File: src/rtl/irq_funnel.sv
module irq_funnel #(
  parameter int          NUM_SRC      = 11,
  parameter int          NUM_MASKABLE = 5,
  parameter logic [7:0]  RST_OPCODE   = 8'hFF
) (
  input  logic                    clk,
  input  logic                    rst_n,
  input  logic [NUM_SRC-1:0]      req_n,
  input  logic                    reg_addr,
  input  logic                    reg_we,
  input  logic [NUM_MASKABLE-1:0] reg_wdata,
  output logic [NUM_SRC-1:0]      reg_rdata,
  output logic                    cpu_irq,
  input  logic                    cpu_inta,
  output logic [7:0]              bus_data,
  output logic                    bus_oe
);

  localparam int NUM_FIXED = NUM_SRC - NUM_MASKABLE;

  logic [NUM_SRC-1:0]      meta_q;
  logic [NUM_SRC-1:0]      live_q;
  logic [NUM_MASKABLE-1:0] mask_q;
  logic [NUM_SRC-1:0]      enable;

  always_ff @(posedge clk or negedge rst_n) begin
    if (!rst_n) begin
      meta_q <= '0;
      live_q <= '0;
    end else begin
      meta_q <= ~req_n;
      live_q <= meta_q;
    end
  end

  always_ff @(posedge clk or negedge rst_n) begin
    if (!rst_n)
      mask_q <= '0;
    else if (reg_we && !reg_addr)
      mask_q <= reg_wdata;
  end

  assign enable    = {{NUM_FIXED{1'b1}}, mask_q};
  assign cpu_irq   = |(live_q & enable);
  assign reg_rdata = reg_addr ? live_q : {{NUM_FIXED{1'b0}}, mask_q};
  assign bus_oe    = cpu_inta;
  assign bus_data  = cpu_inta ? RST_OPCODE : 8'h00;

endmodule

File: config.mk
export PLATFORM = sky130hd
export DESIGN_NAME = irq_funnel
export DESIGN_NICKNAME = d
export VERILOG_FILES = /design/src/rtl/irq_funnel.sv
export SDC_FILE = /design/constraint.sdc
export NUM_CORES = 1
export LEC_CHECK = 0
export BUFFER_PORTS_ARGS = -buffer_cell sky130_fd_sc_hd__buf_2
export CORE_MARGIN = 2
export CORE_UTILIZATION = 35
export CTS_CLUSTER_DIAMETER = 100
export CTS_CLUSTER_SIZE = 12
export DETAILED_ROUTE_END_ITERATION = 6
export GPL_TIMING_DRIVEN = 0
export PLACE_DENSITY = 0.57
export SYNTH_ARGS = -nofsm -noshare
export SYNTH_HDL_FRONTEND = slang
export SYNTH_SLANG_ARGS = --single-unit
File: constraint.sdc
create_clock -name clk -period 1.2 [get_ports clk]
set_input_delay 0.06 -clock clk [delete_from_list [all_inputs] [get_ports clk]]
set_output_delay 0.06 -clock clk [all_outputs]
set_load 0.05 [all_outputs]
==> reports/metrics.yaml, run 1 <==
clock_network:
  clk_latency_ns: 0.31
  cts_tree: "done"
  root_buffer: "clkbuf_4"
  cts_sinks: 27
  clkTransAtPathRegs_ns: 0.14
  cts_buffers: 3
  htreeDepth: 1
  clock_path_buffers: 2
sta:
  worstMarginPinSlew_ns: 0.571
  hold_ws_ns: 0.163
  max-slew-margin-rel_pct: 61.9
  maxSlewViolCount: 0
  setup_viol: 6
  setup_slack_ns: -0.301
  hold_violations: 0
  min_period_ns: 1.50
  finalCritPeriodShare_pct: 125
  rsz0062_at_grt: "yes"
  fmax_ghz: 0.666
  setup_tns_ns: -0.694
  skew_ns: 0.0134
pwr:
  pwr-share-seq_pct: 53.3
  leakagePower_nw: 0.811
  p_switching_mw: 0.551
  vdd_drop_max_uv: 841
  powerDensity_nw_per_um2: 1220
  clkPwrFrac_pct: 19.6
  comb_power_share_pct: 27.1
  p_sw_share_pct: 29.2
  p_int_mw: 1.34
synth:
  synthesis.nets: 91
  syn-mean-instance-area_um2: 14.8
  seq_area_frac_synth_pct: 65.2
  synth.distinct_cells: 13
  ys_warn_count: 0
  ys_ff_latch: 27
  synth_area_um2: 1040
  syn_inst: 70
floorplanning:
  design.die.area_um2: 3410
  initial_utilization_pct: 37.2
  chipHeight_um: 58.4
  ios: 42
  core_area_um2: 2780
  placementRows: 19
  die-width_um: 58.4
setup_path:
  r2r_end: "mask_q[3]"
  max_stage_delay_ns: 0.41
  rr_worst_depth: 3
  critical_path_required_ns: 1.14
  crit_path_start_kind: "register"
  reg2reg_slack_ns: 0.21
  critPathBufInv: 1
  cp_slowest_cell: "dfrtp_1"
  cp.arrival_ns: 1.44
  path_delay_family: "compound AO/OA/AOI/OAI gates"
  critPathKind: "reg2out"
  cp-end-kind: "primary output"
  r2r_start: "mask_q[3]"
  worst-path-max-fanout: 2
  crit_chain: "a22o_1 > a221oi_2 > nand3_2 > buf_6"
status:
  run_status: "complete, but fails checks"
  violations: "negative setup slack"
cells_and_area:
  nets: 156
  antenna_cells: 0
  drive_above_1_share_pct: 52.2
  multiInputGateArea_um2: 245
  utilization_pct: 55.6
  fillCellCount: 238
  stdcell_count: 165
  seq_area_um2: 676
  syn2layout_area_growth_pct: 49.4
  final_cell_area_um2: 1550
placed_design:
  post_dp_cell_area_um2: 1280
  dp_cells: 141
  hpwl_mm: 1.24
  globalplace.congestion: 0.775
  io_buffers: 40
global_route:
  grt_usage_pct: 11.8
  grt_pass1_wl_mm: 2.99
  antenna_found_initial: 0
  grt_overflow: 0
  grt_max_degree: 28
  grt_pass1_vias: 701
route:
  via_per_inst: 4.14
  drc_errors: 0
  ant_nets: 0
  wire_per_inst_um: 11.2
  via_count: 683
  dr.pass1.iters: 2
  drt_iter0_drc: 3
  wl_mm: 1.85
min_path:
  hold_class: "in2reg"
  min_from: "reg_addr"
  whs_path_depth: 3
  min_to: "mask_q[0]"
job:
  drv_cap: 0
timing repair:
item                                    CTS  global route
endpoints found under the setup margin    6             7
pin swaps                                 1             0
gates cloned                              0             0
hold buffers                             17             0
hold endpoints to repair                 43             0
resized for setup                        14             2
setup buffers                             3             0
final cells by class:
class                           instances  share of cell area, %
Sequential cell                        27                   43.7
Tap cell                               31                   2.51
Clock buffer                            3                   1.46
Timing Repair Buffer                   60                   28.5
Inverter                               11                   2.67
Clock inverter                          1                  0.323
Buffer                                 10                   5.09
Multi-Input combinational cell         22                   15.8
layer usage:
| layer | vias to the layer above | part of all wire (%) | track usage (%) |
|---|---|---|---|
| li1 | 339 | - | - |
| met5 | - | 0 | 0 |
| met3 | 2 | 7.3 | 2.20 |
| met4 | 0 | 1.2 | 5.98 |
| met1 | 311 | 40 | 12.9 |
| met2 | 31 | 52 | 21.5 |
cells in the final DEF, fill, tap and decap left out:
cell / Yosys / final
inv_1: 11 / 11
a22o_1: 1 / 1
dlygate4sd3_1: 0 / 17
a211oi_1: 1 / 1
buf_8: 0 / 1
nor2b_4: 1 / 1
buf_2: 0 / 33
and2_1: 6 / 6
buf_4: 9 / 12
dfrtp_1: 27 / 27
nor4_1: 1 / 1
buf_6: 1 / 7
nand3_2: 0 / 1
clkbuf_4: 0 / 3
a221oi_2: 1 / 1
mux2_2: 1 / 1
clkinv_2: 0 / 1
mux2_4: 9 / 9
Yosys cell counts (all sizes together):
library cell | count | share of area, %
dfrtp | 27 | 65
inv | 11 | 4.0
buf | 10 | 7.6
mux2 | 10 | 14
and2 | 6 | 3.6
a211oi | 1 | 0.72
a221oi | 1 | 1.4
a22o | 1 | 0.85
nand3 | 1 | 0.48
nor2b | 1 | 1.3
nor4 | 1 | 0.60
worst min-delay path, delay by kind of cell:
kind,cells,cell delay [ns]
and+or+nand+nor,1,0.08
buffers and inverters,1,0.13
muxes,1,0.19
sequential cells by signal (all words and copies together), names as in the netlist:
| register | cells |
|---|---|
| live_q | 11 |
| meta_q | 11 |
| mask_q | 5 |
power groups by stage:
stage	combinational (mW)	clock, mW	sequential [mW]
6_report	0.512	0.369	1.01
5_1_grt	0.541	0.424	1.01
4_1_cts	0.512	0.387	1.01
3_5_place_dp	0.412	0	1.03
3_3_place_gp	0.409	0	1.02
2_1_floorplan	0.315	0	1.02
metrics by stage:
stage	worst slack, ns	power, mW
finish	-0.301	1.89
global route	-0.389	1.98
CTS	-0.320	1.91
detailed placement	0.00876	1.44
global placement	0.0110	1.43
floorplan	0.0914	1.33
cell families after synthesis:
group | after synthesis | share of synthesized area [%]
AOI/OAI and AO/OA | 3 | 3.02
buffers and inverters | 21 | 11.6
DFF | 27 | 65.2
muxes | 10 | 14.1
and+or+nand+nor | 9 | 6.04
worst max path at each step:
stage | startpoint | to | cells after the start
6_report | mask_q[3] | cpu_irq | 4
5_1_grt | mask_q[3] | cpu_irq | 4
2_1_floorplan | live_q[3] | cpu_irq | 3
3_3_place_gp | live_q[3] | cpu_irq | 4
4_1_cts | mask_q[3] | cpu_irq | 4
3_5_place_dp | live_q[3] | cpu_irq | 4
No activity file was read; power rests on OpenSTA's default activity.
==> inputs of run 2 (changes only) <==
--- a/config.mk
+++ b/config.mk
@@ -13,6 +13,7 @@
 export DETAILED_ROUTE_END_ITERATION = 6
 export GPL_TIMING_DRIVEN = 0
 export PLACE_DENSITY = 0.57
+export REMOVE_ABC_BUFFERS = 1
 export SYNTH_ARGS = -nofsm -noshare
 export SYNTH_HDL_FRONTEND = slang
 export SYNTH_SLANG_ARGS = --single-unit
==> reports/metrics.yaml, run 2 (synthesis gave the netlist of run 1 again) <==
floorplanning:
  core_area_um2: 2780  # unchanged
  design.die.area_um2: 3410  # unchanged
  initial_utilization_pct: 37.2  # unchanged
  chipHeight_um: 58.4  # unchanged
  placementRows: 19  # unchanged
  ios: 42  # unchanged
  die-width_um: 58.4  # unchanged
placed_design:
  io_buffers: 31  # -23%
  post_dp_cell_area_um2: 1150  # -10%
  globalplace.congestion: 0.790  # +1.9%
  hpwl_mm: 1.05  # -16%
  pre_cts_ws_ns: 0.00457  # -0.00419 ns
sta:
  rsz0062_at_grt: "yes"
  setup_tns_ns: -0.571  # +0.123 ns
  worstMarginPinSlew_ns: 0.564  # -0.00776 ns
  fmax_ghz: 0.652  # -2.1%
  hold_violations: 0  # unchanged
  setup_viol: 6  # unchanged
  maxSlewViolCount: 0  # unchanged
  max-slew-margin-rel_pct: 62.4  # +0.52 points
  min_period_ns: 1.53  # +0.0315 ns
  setup_slack_ns: -0.333  # -0.0315 ns
  finalCritPeriodShare_pct: 128  # +2.6 points
  skew_ns: 0.00796  # -0.00542 ns
route:
  wl_mm: 1.59  # -14%
  dr.pass1.iters: 2  # unchanged
  via_count: 602  # -12%
  drc_errors: 0  # unchanged
  drt_iter0_drc: 2  # -1
  wire_per_inst_um: 11.0  # -2.2%
  ant_nets: 0  # unchanged
  via_per_inst: 4.15  # +0.30%
setup_path:
  cp-end-kind: "primary output"
  critPathKind: "reg2out"
  worst-path-max-fanout: 3  # +1
  path_delay_family: "flip-flops"
  cp_slowest_cell: "dfrtp_1"
  critical_path_required_ns: 1.14  # about the same
  max_stage_delay_ns: 0.43  # +0.02 ns
  critPathBufInv: 1  # unchanged
  crit_chain: "a22o_1 > a221oi_2 > nand3_1 > buf_6"
  cp.arrival_ns: 1.47  # +0.03 ns
  crit_path_start_kind: "register"
clock_network:
  root_buffer: "clkbuf_4"
  clkTransAtPathRegs_ns: 0.15  # about the same
  clock_path_buffers: 2  # unchanged
  cts_sinks: 27  # unchanged
  clk_latency_ns: 0.33  # +0.02 ns
  cts_tree: "done"
  htreeDepth: 1  # unchanged
  cts_buffers: 3  # unchanged
status:
  run_status: "complete, but fails checks"
  violations: "negative setup slack"
global_route:
  grt_max_degree: 28  # unchanged
  grt_pass1_vias: 670  # -4.4%
  grt_overflow: 0  # unchanged
  grt_pass1_wl_mm: 2.79  # -6.5%
  grt_usage_pct: 11.0  # -0.81 points
  antenna_found_initial: 0  # unchanged
pwr:
  leakagePower_nw: 0.720  # -11%
  powerDensity_nw_per_um2: 1280  # +5.3%
  vdd_drop_max_uv: 1060  # +26%
min_path:
  hold_class: "in2out"
cells_and_area:
  nets: 136  # -13%
  antenna_cells: 0  # unchanged
  layout_common_cells: "dfrtp_1, buf_2, dlygate4sd3_1"
  fillCellCount: 226  # -5.0%
  drive_above_1_share_pct: 43.0  # -9.3 points
  final_common_cell: "dfrtp_1"
  syn2layout_area_growth_pct: 36.4
  reg_top3: "live_q x11, meta_q x11, mask_q x5"
  final_cell_area_um2: 1410  # -8.7%
job:
  drv_cap: 0  # unchanged
==> run 2: area by class of cell <==
class	count	area, um2	area share (%)
clock buffer	3	22.5	1.59
tap	31	38.8	2.75
inverter	11	41.3	2.92
sequential	27	676	47.8
clock inverter	1	8.76	0.620
timing repair buffer	50	385	27.3
multi-input combinational	22	240	17.0
==> run 2: final timing paths <==
check	depth (start not counted)	slack, ns	startpoint	to
setup / recovery	4	-0.33	mask_q[3]	cpu_irq
hold / removal	0	0.12	cpu_inta	bus_oe
setup reg to reg	2	0.28	mask_q[0]	mask_q[0]
hold reg to reg	0	0.36	meta_q[7]	live_q[7]
max in group asynchronous	2	0.59	rst_n	meta_q[2]
min in group asynchronous	2	0.23	rst_n	live_q[7]
==> run 2: repair_timing <==
action                                  4_1_cts  5_1_grt
buffers inserted                              0        2
hold endpoints to repair                     43        0
hold buffers                                 17        0
gates resized for setup                      12        6
endpoints found under the setup margin        6        9
pin swaps                                     1        1
gates cloned                                  0        0
==> run 2: stage by stage <==
stage | hold WS [ns] | utilization [%] | power [mW] | cells
5_1_grt | 0.121 | 50.8 | 1.91 | 145
3_5_place_dp | 0.0820 | 41.4 | 1.34 | 122
2_1_floorplan | -0.236 | - | 1.24 | 60
3_3_place_gp | 0.0817 | 41.4 | 1.33 | 122
4_1_cts | 0.122 | 50.0 | 1.82 | 143
6_report | 0.121 | 50.8 | 1.81 | 145
==> run 2: metal layers <==
metal / wire (um) / global-route usage [%] / vias to the layer above
met4: 15 / 1.99 / 0
met2: 847 / 19.7 / 15
met3: 75 / 4.84 / 2
met5: 0 / 0 / -
met1: 650 / 12.0 / 288
li1: - / - / 297
==> run 2: power breakdown <==
part	internal (mW)	total, mW	leakage, nW	switching [mW]
sequential	0.972	1.01	0.315	0.0353
combinational	0.202	0.402	0.386	0.200
clock	0.136	0.405	0.0183	0.269
